`src/rtl/bts_pkg.sv`:
```
package bts_pkg;

  typedef enum logic [1:0] {
    ST_OFF     = 2'd0,
    ST_RECOVER = 2'd1,
    ST_LOAD    = 2'd2,
    ST_GAP     = 2'd3
  } bts_state_t;

  // Interval between windows, chosen by the warning state after the verdict.
  function automatic int unsigned gap_ticks(input logic warned,
                                            input int unsigned normal_t,
                                            input int unsigned warn_t);
    return warned ? warn_t : normal_t;
  endfunction

  // Largest of the interval parameters, used to size the shared counter.
  function automatic int unsigned max4(input int unsigned a, input int unsigned b,
                                       input int unsigned c, input int unsigned d);
    int unsigned m;
    m = a;
    if (b > m) m = b;
    if (c > m) m = c;
    if (d > m) m = d;
    return m;
  endfunction

endpackage

```
`src/rtl/bts_tick_timer.sv`:
```
module bts_tick_timer #(
  parameter int unsigned W = 8
) (
  input  logic         clk,
  input  logic         rst_n,
  input  logic         clr,
  input  logic         adv,
  input  logic [W-1:0] lim,
  output logic         done
);
  logic [W-1:0] cnt;

  assign done = adv && !clr && (cnt == lim - W'(1));

  always_ff @(posedge clk) begin
    if (!rst_n || clr) cnt <= '0;
    else if (done)     cnt <= '0;
    else if (adv)      cnt <= cnt + W'(1);
  end
endmodule

```
`src/rtl/bts_detach_watch.sv`:
```
module bts_detach_watch #(
  parameter int unsigned DETACH_TICKS = 2,
  localparam int unsigned DW = $clog2(DETACH_TICKS + 1)
) (
  input  logic clk,
  input  logic rst_n,
  input  logic tick,
  input  logic warned,
  input  logic batt_present,
  input  logic cancel,
  output logic rearm
);
  logic [DW-1:0] run;
  logic          reached;

  assign reached = tick && !batt_present && (run == DW'(DETACH_TICKS - 1));

  always_ff @(posedge clk) begin
    if (!rst_n || !warned || cancel) begin
      run   <= '0;
      rearm <= 1'b0;
    end else begin
      if (batt_present)  run <= '0;
      else if (tick && !rearm && !reached) run <= run + DW'(1);
      if (reached) rearm <= 1'b1;
    end
  end
endmodule

```
`src/rtl/batt_test_sched.sv`:
```
module batt_test_sched
  import bts_pkg::*;
#(
  parameter int unsigned NORMAL_TICKS = 86400,
  parameter int unsigned WARN_TICKS   = 5,
  parameter int unsigned PULSE_TICKS  = 1,
  parameter int unsigned RECOV_TICKS  = 1,
  parameter int unsigned DETACH_TICKS = 2
) (
  input  logic clk,
  input  logic rst_n,
  input  logic tick,
  input  logic supply_ok,
  input  logic batt_low,
  input  logic batt_present,
  output logic load_en,
  output logic warn_n
);
  localparam int unsigned MAXT = max4(NORMAL_TICKS, WARN_TICKS, PULSE_TICKS, RECOV_TICKS);
  localparam int unsigned CW   = $clog2(MAXT + 1);

  bts_state_t    state, state_nx;
  logic [CW-1:0] lim;
  logic          tmr_clr, tmr_adv, tmr_done;
  logic          fail_q, warned;

  // Named internal events, observed by the checker.
  logic test_done, verdict_fail, rearm, fail_event, clear_event;

  assign test_done    = (state == ST_LOAD) && tmr_done && supply_ok;
  assign verdict_fail = fail_q || batt_low;
  assign fail_event   = test_done && verdict_fail;
  assign clear_event  = test_done && !verdict_fail && rearm;

  always_comb begin
    unique case (state)
      ST_RECOVER: lim = CW'(RECOV_TICKS);
      ST_LOAD:    lim = CW'(PULSE_TICKS);
      ST_GAP:     lim = CW'(gap_ticks(warned, NORMAL_TICKS, WARN_TICKS));
      default:    lim = CW'(1);
    endcase
  end

  assign tmr_clr = !supply_ok || (state == ST_OFF);
  assign tmr_adv = tick && (state != ST_OFF);

  bts_tick_timer #(.W(CW)) u_timer (
    .clk  (clk),
    .rst_n(rst_n),
    .clr  (tmr_clr),
    .adv  (tmr_adv),
    .lim  (lim),
    .done (tmr_done)
  );

  bts_detach_watch #(.DETACH_TICKS(DETACH_TICKS)) u_detach (
    .clk         (clk),
    .rst_n       (rst_n),
    .tick        (tick),
    .warned      (warned),
    .batt_present(batt_present),
    .cancel      (fail_event),
    .rearm       (rearm)
  );

  always_comb begin
    state_nx = state;
    if (!supply_ok) state_nx = ST_OFF;
    else begin
      unique case (state)
        ST_OFF:     state_nx = ST_RECOVER;
        ST_RECOVER: if (tmr_done) state_nx = ST_LOAD;
        ST_LOAD:    if (tmr_done) state_nx = ST_GAP;
        ST_GAP:     if (tmr_done) state_nx = ST_LOAD;
        default:    state_nx = ST_OFF;
      endcase
    end
  end

  always_ff @(posedge clk) begin
    if (!rst_n) begin
      state  <= ST_OFF;
      fail_q <= 1'b0;
      warned <= 1'b0;
    end else begin
      state <= state_nx;
      if (state != ST_LOAD || test_done || !supply_ok) fail_q <= 1'b0;
      else if (batt_low)                                fail_q <= 1'b1;
      if (fail_event)       warned <= 1'b1;
      else if (clear_event) warned <= 1'b0;
    end
  end

  assign load_en = (state == ST_LOAD);
  assign warn_n  = !warned;
endmodule

```
`config.mk`:
```
export PLATFORM = sky130hd
export DESIGN_NAME = batt_test_sched
export DESIGN_NICKNAME = d
export VERILOG_FILES = /design/src/rtl/bts_pkg.sv /design/src/rtl/bts_tick_timer.sv /design/src/rtl/bts_detach_watch.sv /design/src/rtl/batt_test_sched.sv
export SDC_FILE = /design/constraint.sdc
export NUM_CORES = 1
export LEC_CHECK = 0
export BUFFER_PORTS_ARGS = -buffer_cell sky130_fd_sc_hd__buf_2
export CAP_MARGIN = 15
export CORE_MARGIN = 1.5
export CORE_UTILIZATION = 58
export CTS_CLUSTER_SIZE = 25
export DETAILED_ROUTE_END_ITERATION = 10
export PLACE_DENSITY = 0.77
export SYNTH_ARGS = -nofsm -noshare
export SYNTH_HDL_FRONTEND = slang
export SYNTH_SLANG_ARGS = --single-unit
export TNS_END_PERCENT = 10
```
`constraint.sdc`:
```
create_clock -name clk -period 2.65 [get_ports clk]
set_clock_uncertainty 0.2 [all_clocks]
set_input_delay 0.3975 -clock clk [delete_from_list [all_inputs] [get_ports clk]]
set_output_delay 0.3975 -clock clk [all_outputs]
set_load 0.03 [all_outputs]
```
==> impl_metrics.tcl, run 1 <==
set metrics [dict create \
    yosys-top-cells-count "24 x dfxtp_1, 24 x nor2_1, 12 x nand2_1, 10 x xnor2_1, 7 x xor2_1" \
    crit_path_end_kind "flip-flop" \
    io_buffers 7 \
    finalHoldViolCount 0 \
    synthSimpleGateAreaFrac 0.318 \
    synth_cell_type_count 40 \
    synth_top_family_by_area "simple AND/OR/NAND/NOR gates" \
    synth-async-reset-ratio 0 \
    synthTopCellsByArea "dfxtp_1 38%, nor2_1 7.2%, xnor2_1 7.0%" \
    die_w_microns 49.5 \
    coreArea_sq_um 2000 \
    synth_area_sq_um 1260 \
    yosysTopAreaCell "dfxtp_1" \
    rsz0062_at_grt "false" \
    period_share 0.824 \
    drt_iter0_drc 21 \
    fin_nets 158 \
    clock_sinks 24 \
    period_needed_ns 2.18 \
    tns_ns 0 \
    p_leak_nw 0.429 \
    crit_fanout 17 \
    diodes 0 \
    path_cells "or4_1 > nor4_1 > o211ai_2 > o21ai_4 > nor2_1" \
    grt_pass1_wl_microns 3950 \
    cts_hold_buffers 0 \
    wl_microns 2250 \
    min_path_type "primary input to flip-flop" \
    crit_slowest_cell "or4_1" \
    syn-mean-instance-area_sq_um 8.78 \
    initial_core_util 0.628 \
    viasPerCell 5.77 \
    antenna_found_initial 0 \
    drive_gt1_frac 0.148 \
    synthFlopType "dfxtp_1" \
    setup_violations 0 \
    maxSlewViolCount 0 \
    htreeDepth 1 \
    avgRoutedWirePerCell_microns 12.8 \
    syn_nets 151 \
    grt_max_degree 18 \
    arrival_ns 2.17 \
    critPathLaunchType "flip-flop" \
    required_ns 2.64 \
    ys_seq_elements 24 \
    cts_buffers 3 \
    cts.path.max_buffers 2 \
    grt-ovfl-total 0 \
    io_pins 8 \
    syn_to_final_growth_pct 6.37 \
    timing.hold.ws_ns 0.0722 \
    n_fill_cell 185 \
    syn_inst 143 \
    clkTransAtPathRegs_ns 0.14 \
    die_area_sq_um 2450 \
    via_count 1015 \
    synth-compound-area-share 0.106 \
    dpl.hpwl_microns 1710 \
    relSlewSlack 0.595 \
    drt_pass1_iterations 4 \
    root_buffer "clkbuf_4" \
    synthMuxAreaShare 0.00797 \
    max_slew.worst_pin.slew_ns 0.602 \
    cts_setup_buffers 0 \
    clk_latency_ns 0.31 \
    drc 0 \
    critPathKind "flip-flop to flip-flop" \
    die_h_microns 49.5 \
    clock.fmax_mhz 458 \
    register_area_sq_um 480 \
    p_per_area_nw_per_um2 485 \
    yosys_warnings 0 \
    synth_fa_ha_area_frac 0.0199 \
    cpPeakStageDelay_ns 0.54 \
    grt_pass1_vias 995 \
    antenna_left 0 \
    synthXorXnorAreaFrac 0.119 \
    cts_tree "yes" \
    maxCapViolCount 0 \
    postCtsResizedCells 0 \
    yosysTopAreaCellShare 0.382 \
    gp_congestion 0.808 \
    grt_usage 0.200 \
    peakVddDrop_mv 0.367 \
    status "finished, final reports clean" \
    multiInputGateArea_sq_um 716 \
    synth-edff-count 0 \
    ys_seq_area_frac 0.382 \
    row_count 16 \
]
cell usage in the layout (no fill, tap or decap), types with 2 or more instances in the layout:
cell type | synthesis | final
or3_1 | 2 | 2
xnor2_1 | 10 | 10
nor4_1 | 4 | 4
nand3_1 | 3 | 3
xor2_1 | 7 | 7
dfxtp_1 | 24 | 24
nor3_1 | 6 | 6
nand2_1 | 12 | 12
clkbuf_4 | 0 | 3
nand4_1 | 3 | 3
ha_1 | 2 | 2
o21a_1 | 2 | 2
nor2_1 | 24 | 24
nor3b_1 | 4 | 4
inv_1 | 5 | 5
nand4b_1 | 2 | 2
or4_1 | 3 | 3
buf_2 | 0 | 7
o21ai_0 | 4 | 4
cell families (layout without fill, tap and decap cells):
logic type,after synthesis,in the layout
buf+inv,10,16
compound gates,17,17
flops,24,24
xor+xnor,17,17
mux,1,1
simple gates,72,72
fa+ha+maj,2,2
power breakdown:
| group | internal, mW | switching [mW] |
|---|---|---|
| Sequential | 0.362 | 0.00288 |
| Clock | 0.153 | 0.107 |
| Combinational | 0.0102 | 0.0136 |
area by class of cell:
cell class	count	share of cell area
timing repair buffer	7	0.0262
clock buffer	3	0.0169
tap	27	0.0253
sequential	24	0.360
inverter	5	0.0140
multi-input combinational	109	0.536
clock inverter	1	0.0225
path summary, 6_finish.rpt:
check | startpoint | end | slack (ns) | cells after the start
worst min-delay path | batt_present | u_detach.run[1]$_SDFFE_PP0P_ | 0.07 | 2
worst max-delay path | u_timer.cnt[1]$_SDFFE_PP0P_ | u_timer.cnt[6]$_SDFFE_PP0P_ | 0.47 | 5
worst min register to register | u_timer.cnt[2]$_SDFFE_PP0P_ | u_timer.cnt[2]$_SDFFE_PP0P_ | 0.35 | 2
worst max register to register | u_timer.cnt[1]$_SDFFE_PP0P_ | u_timer.cnt[6]$_SDFFE_PP0P_ | 0.47 | 5
worst max-delay path, delay by kind of cell (launching register included):
family | cells | cell delay (ns)
AOI/OAI and AO/OA | 2 | 0.57
and+or+nand+nor | 3 | 0.93
DFF | 1 | 0.36
sequential cells by signal (all words and copies together) (netlist names):
signal,cells
warned,1
fail_q,1
state,2
u_detach.run,2
u_detach.rearm,1
u_timer.cnt,17
metrics by stage:
stage                     cells  power, mW  setup WS [ns]   util  instance area, sq um
final                       176      0.649          0.465  0.668                  1340
after global routing        176      0.669          0.364  0.668                  1340
after CTS                   176      0.655          0.462  0.668                  1340
after detailed placement    172      0.397          0.488  0.641                  1280
after global placement      172      0.396          0.553  0.641                  1280
after floorplan             143      0.391          0.688      -                  1260
routing by layer:
layer  part of all wire  wire, microns  GRT usage
met4             0.0062             14     0.0787
met1               0.49           1110      0.251
met2               0.49           1090      0.340
met3              0.015             34     0.0333
met5                  0              0          0
Power figures use the tool's default switching activity.
==> inputs of run 2 (changes only) <==
--- a/config.mk
+++ b/config.mk
@@ -5,13 +5,14 @@
 export SDC_FILE = /design/constraint.sdc
 export NUM_CORES = 1
 export LEC_CHECK = 0
+export ABC_AREA = 1
 export BUFFER_PORTS_ARGS = -buffer_cell sky130_fd_sc_hd__buf_2
 export CAP_MARGIN = 15
 export CORE_MARGIN = 1.5
-export CORE_UTILIZATION = 58
+export CORE_UTILIZATION = 59
 export CTS_CLUSTER_SIZE = 25
 export DETAILED_ROUTE_END_ITERATION = 10
-export PLACE_DENSITY = 0.77
+export PLACE_DENSITY = 0.78
 export SYNTH_ARGS = -nofsm -noshare
 export SYNTH_HDL_FRONTEND = slang
 export SYNTH_SLANG_ARGS = --single-unit
==> constraint.sdc (replaced) <==
create_clock -name clk -period 2.1 [get_ports clk]
set_clock_uncertainty 0.2 [all_clocks]
set_input_delay 0.315 -clock clk [delete_from_list [all_inputs] [get_ports clk]]
set_output_delay 0.315 -clock clk [all_outputs]
set_load 0.03 [all_outputs]
==> run 2 against run 1 <==
Count of clock-buffer cells in the layout unchanged. Clock power shrank 23%. Largest power group unchanged. Power up 6.5%.
==> impl_metrics.tcl, run 2 <==
set metrics [dict create \
    cpMostUsedCell "nor2_4" \
    ys_seq_area_frac 0.359 \
    mostFrequentLayoutCells "46 x nand2_1, 38 x nor2_1, 33 x inv_1, 24 x dfxtp_1, 17 x nand3_1" \
    coreArea_sq_um 2170 \
    path_buf_inv 2 \
    final_util 0.654 \
    antenna_found_initial 0 \
    synth_cell_type_count 26 \
    io_pins 8 \
    ys_seq_elements 24 \
    viasPerCell 5.19 \
    critPathLaunchType "flip-flop" \
    synth-edff-count 0 \
    critical-path-top-delay-family "simple AND/OR/NAND/NOR gates" \
    postCtsResizedCells 0 \
    yosysTopAreaCellShare 0.359 \
    clk_latency_ns 0.31 \
    maxSlewViolCount 0 \
    path_cells "inv_1 > nand2_1 > nand3_1 > nor2_1 > nand3_2 > nor2_4 > nor2_4 > inv_2 > nor3_1" \
    crit_path_end_kind "flip-flop" \
    yosys-top-cells-count "46 x nand2_1, 38 x nor2_1, 33 x inv_1, 24 x dfxtp_1, 17 x nand3_1" \
    synthFlopType "dfxtp_1" \
    top_register "u_timer.cnt" \
    gp_congestion 0.843 \
    status "finished, final reports clean" \
    drt_iter0_drc 49 \
    diodes 0 \
    grt_max_degree 13 \
    cpPeakStageDelay_ns 0.47 \
    finalHoldViolCount 0 \
    maxCapViolCount 0 \
    cts_tree "yes" \
    power.total_uw 691 \
    clock_sinks 24 \
    drc 0 \
    multiInputGateArea_sq_um 718 \
    cts.path.max_buffers 2 \
    syn-mean-instance-area_sq_um 6.46 \
    wl_microns 2620 \
    synthTopCellsByArea "dfxtp_1 36%, nand2_1 13%, nor2_1 11%" \
    largest_reg_flops 17 \
    initial_core_util 0.616 \
    pre_cts_slack_ns 0.294 \
    crit_fanout 12 \
    mostFrequentLayoutCell "nand2_1" \
    syn_nets 215 \
    die_area_sq_um 2560 \
    final_area_sq_um 1420 \
    grt_pass1_wl_microns 4540 \
    drt_pass1_iterations 4 \
    die_h_microns 50.6 \
    io_buffers 7 \
    crit_slowest_cell "dfxtp_1" \
    syn_to_final_growth_pct 6.08 \
    grt-ovfl-total 0 \
    root_buffer "clkbuf_4" \
    drive_gt1_frac 0.102 \
    setup_violations 0 \
    final_cells 244 \
    synth-async-reset-ratio 0 \
    yosys.cell_count.top_type "nand2_1" \
    reg_top3 "u_timer.cnt x17, state x2, u_detach.run x2" \
    row_count 17 \
    avgRoutedWirePerCell_microns 10.8 \
    n_fill_cell 225 \
    antenna_left 0 \
    syn_inst 207 \
    via_count 1267 \
    p_leak_nw 0.581 \
    register_area_sq_um 480 \
    period_share 0.868 \
    yosys_warnings 0 \
    period_needed_ns 1.82 \
    worst_slack_ns 0.277 \
    fin_nets 226 \
    die_w_microns 50.6 \
    required_ns 2.10 \
    placed_cells 241 \
    timing.hold.ws_ns 0.0972 \
    min_path_type "primary input to flip-flop" \
    cts_setup_buffers 0 \
    max_slew.worst_pin.slew_ns 0.247 \
    grt_pass1_vias 1136 \
    arrival_ns 1.83 \
    cts_buffers 3 \
    p_per_area_nw_per_um2 487 \
    placed_area_sq_um 1400 \
    htreeDepth 1 \
    relSlewSlack 0.835 \
    rsz0062_at_grt "false" \
    tns_ns 0 \
    cts_hold_buffers 0 \
    yosysTopAreaCell "dfxtp_1" \
    synth_area_sq_um 1340 \
    grt_usage 0.231 \
    clkTransAtPathRegs_ns 0.12 \
    clock.fmax_mhz 549 \
    peakVddDrop_mv 0.394 \
    dpl.hpwl_microns 2060 \
    critPathKind "flip-flop to flip-flop" \
]
-- run 2: worst paths after layout --
path / startpoint / endpoint / cells after the start / slack, ns
max reg2reg: state[1]$_SDFFE_PN0P_ / u_timer.cnt[2]$_SDFFE_PP0P_ / 9 / 0.28
min: rst_n / warned$_SDFFE_PN0P_ / 3 / 0.1
min reg2reg: u_timer.cnt[9]$_SDFFE_PP0P_ / u_timer.cnt[9]$_SDFFE_PP0P_ / 2 / 0.31
max: state[1]$_SDFFE_PN0P_ / u_timer.cnt[2]$_SDFFE_PP0P_ / 9 / 0.28
-- run 2: cell type report --
type	instances	share of cell area
multi-input combinational	148	0.506
sequential	24	0.339
inverter	34	0.0899
timing repair buffer	7	0.0247
tap	28	0.0247
clock buffer	3	0.0159
-- run 2: kinds of logic after synthesis --
logic type      Yosys count  synth area share
simple gates            123             0.416
xor+xnor                  3            0.0196
fa+ha+maj                 2            0.0187
flops                    24             0.359
compound gates           20            0.0823
buf+inv                  35             0.104
-- run 2: worst register-to-register path, stage by stage (launching register included) --
cell and delay (ns):
dfxtp_1 0.47, inv_1 0.09, nand2_1 0.11, nand3_1 0.09, nor2_1 0.13, nand3_2 0.11, nor2_4 0.19, nor2_4 0.07
inv_2 0.19, nor3_1 0.08
-- run 2: power by group --
group / leakage [nW] / switching, mW / internal, mW
logic: 0.374 / 0.0218 / 0.0108
registers: 0.194 / 0.00269 / 0.457
clock network: 0.0138 / 0.132 / 0.0670
-- run 2: metal layers --
| metal | up-vias | GRT usage | routed length, microns |
|---|---|---|---|
| li1 | 674 | - | - |
| met1 | 558 | 0.307 | 1270 |
| met2 | 33 | 0.377 | 1210 |
| met3 | 2 | 0.0357 | 126 |
| met4 | 0 | 0.0856 | 17 |
| met5 | - | 0 | 0 |
==> inputs of run 3 (changes only) <==
--- a/config.mk
+++ b/config.mk
@@ -5,14 +5,14 @@
 export SDC_FILE = /design/constraint.sdc
 export NUM_CORES = 1
 export LEC_CHECK = 0
-export ABC_AREA = 1
+export ABC_AREA = 0
 export BUFFER_PORTS_ARGS = -buffer_cell sky130_fd_sc_hd__buf_2
 export CAP_MARGIN = 15
 export CORE_MARGIN = 1.5
-export CORE_UTILIZATION = 59
+export CORE_UTILIZATION = 58
 export CTS_CLUSTER_SIZE = 25
 export DETAILED_ROUTE_END_ITERATION = 10
-export PLACE_DENSITY = 0.78
+export PLACE_DENSITY = 0.77
 export SYNTH_ARGS = -nofsm -noshare
 export SYNTH_HDL_FRONTEND = slang
 export SYNTH_SLANG_ARGS = --single-unit
==> run 3 against run 2 <==
Final area increased by 1.1%. Core utilization increased by 6.2 points. First-iteration DRC count decreased by 76%. Non-clock buffer count increased by 8. Power increased by 21%. Final cell count decreased by 25%. Combinational power increased by 21%. Largest cell class unchanged. Worst setup slack got worse by 0.24 ns. Sequential power about the same.
==> impl_metrics.tcl, run 3 (synthesized netlist as in run 1, its figures left out) <==
set metrics [dict create \
    reg_top3 "u_timer.cnt x17, state x2, u_detach.run x2" \
    die_h_microns 49.5 \
    htreeDepth 1 \
    cts.path.max_buffers 2 \
    path_buf_inv 0 \
    cts_setup_buffers 0 \
    clock_sinks 24 \
    initial_core_util 0.628 \
    grt_usage 0.226 \
    fin_nets 166 \
    power.total_uw 833 \
    die_w_microns 49.5 \
    io_pins 8 \
    p_leak_nw 0.479 \
    critical-path-top-delay-family "simple AND/OR/NAND/NOR gates" \
    rsz0062_at_grt "true" \
    drc 0 \
    grt_pass1_wl_microns 4270 \
    top_register "u_timer.cnt" \
    syn_to_final_growth_pct 14.1 \
    root_buffer "clkbuf_4" \
    crit_slowest_cell "or4_4" \
    grt_max_degree 18 \
    peakVddDrop_mv 0.603 \
    critPathKind "flip-flop to flip-flop" \
    period_needed_ns 2.06 \
    clk_latency_ns 0.32 \
    placed_area_sq_um 1350 \
    min_path_type "primary input to flip-flop" \
    drive_gt1_frac 0.217 \
    cpMostUsedCell "o21a_1" \
    grt-ovfl-total 0 \
    clock.fmax_mhz 486 \
    wl_microns 2590 \
    drt_iter0_drc 12 \
    antenna_found_initial 0 \
    maxSlewViolCount 0 \
    viasPerCell 5.67 \
    cts_buffers 3 \
    final_cells 184 \
    diodes 0 \
    cts_tree "yes" \
    relSlewSlack 0.626 \
    grt_pass1_vias 1040 \
    path_cells "or4_4 > nor4_4 > o2111ai_2 > o21a_1 > o21a_1" \
    final_area_sq_um 1430 \
    clkTransAtPathRegs_ns 0.13 \
    row_count 16 \
    finalHoldViolCount 0 \
    avgRoutedWirePerCell_microns 14.0 \
    final_util 0.716 \
    mostFrequentLayoutCells "23 x nor2_1, 23 x dfxtp_1, 12 x nand2_1, 10 x xnor2_1" \
    n_fill_cell 157 \
    io_buffers 7 \
    die_area_sq_um 2450 \
    placed_cells 179 \
    setup_violations 0 \
    via_count 1044 \
    crit_path_end_kind "flip-flop" \
    gp_congestion 0.823 \
    crit_fanout 5 \
    pre_cts_slack_ns 0.0325 \
    max_slew.worst_pin.slew_ns 0.556 \
    coreArea_sq_um 2000 \
    antenna_left 0 \
    p_per_area_nw_per_um2 581 \
    cpPeakStageDelay_ns 0.56 \
    critPathLaunchType "flip-flop" \
    largest_reg_flops 17 \
    drt_pass1_iterations 4 \
    worst_slack_ns 0.0419 \
    dpl.hpwl_microns 1790 \
    status "finished, final reports clean" \
    required_ns 2.13 \
    timing.hold.ws_ns 0.0203 \
    tns_ns 0 \
    arrival_ns 2.09 \
    period_share 0.980 \
    maxCapViolCount 0 \
]
-- run 3: changes by cell type in the layout (fill, tap and decap cells not counted), moves of 6 or more --
cell / change
buf_4: +6
inv_1: -28
nand2_1: -34
nand3_1: -14
nor2_1: -15
o21ai_0: -6
xnor2_1: +8
xor2_1: +6
-- run 3: timing repair --
item / CTS / global route
gates resized for setup: 0 / 5
hold endpoints to repair: 2 / 0
hold buffers: 1 / 0
setup endpoints to repair: 0 / 20
-- run 3: report_power, final --
| part | internal (mW) | switching [mW] |
|---|---|---|
| clock | 0.193 | 0.141 |
| combinational | 0.0183 | 0.0209 |
| sequential | 0.457 | 0.00288 |
| total | 0.668 | 0.165 |
-- run 3: cell type report --
class | count | area [sq um] | share of cell area
clock inverter | 1 | 30.0 | 0.0209
sequential | 24 | 482 | 0.336
tap | 27 | 33.8 | 0.0236
timing repair buffer | 15 | 110 | 0.0768
multi-input combinational | 109 | 737 | 0.514
inverter | 5 | 18.8 | 0.0131
clock buffer | 3 | 22.5 | 0.0157
-- run 3: per-layer routing --
metal,up-vias,track usage,wire [microns]
met5,-,0,0
met4,0,0.0972,32
met3,5,0.0667,79
met2,16,0.400,1330
met1,496,0.248,1150
li1,527,-,-
-- run 3: final timing paths --
check | slack (ns) | startpoint | to | cells past startpoint
max | 0.04 | u_timer.cnt[10]$_SDFFE_PP0P_ | warned$_SDFFE_PN0P_ | 5
min | 0.02 | rst_n | warned$_SDFFE_PN0P_ | 2
max reg2reg | 0.04 | u_timer.cnt[10]$_SDFFE_PP0P_ | warned$_SDFFE_PN0P_ | 5
min reg2reg | 0.36 | u_detach.run[0]$_SDFFE_PP0P_ | u_detach.run[0]$_SDFFE_PP0P_ | 2
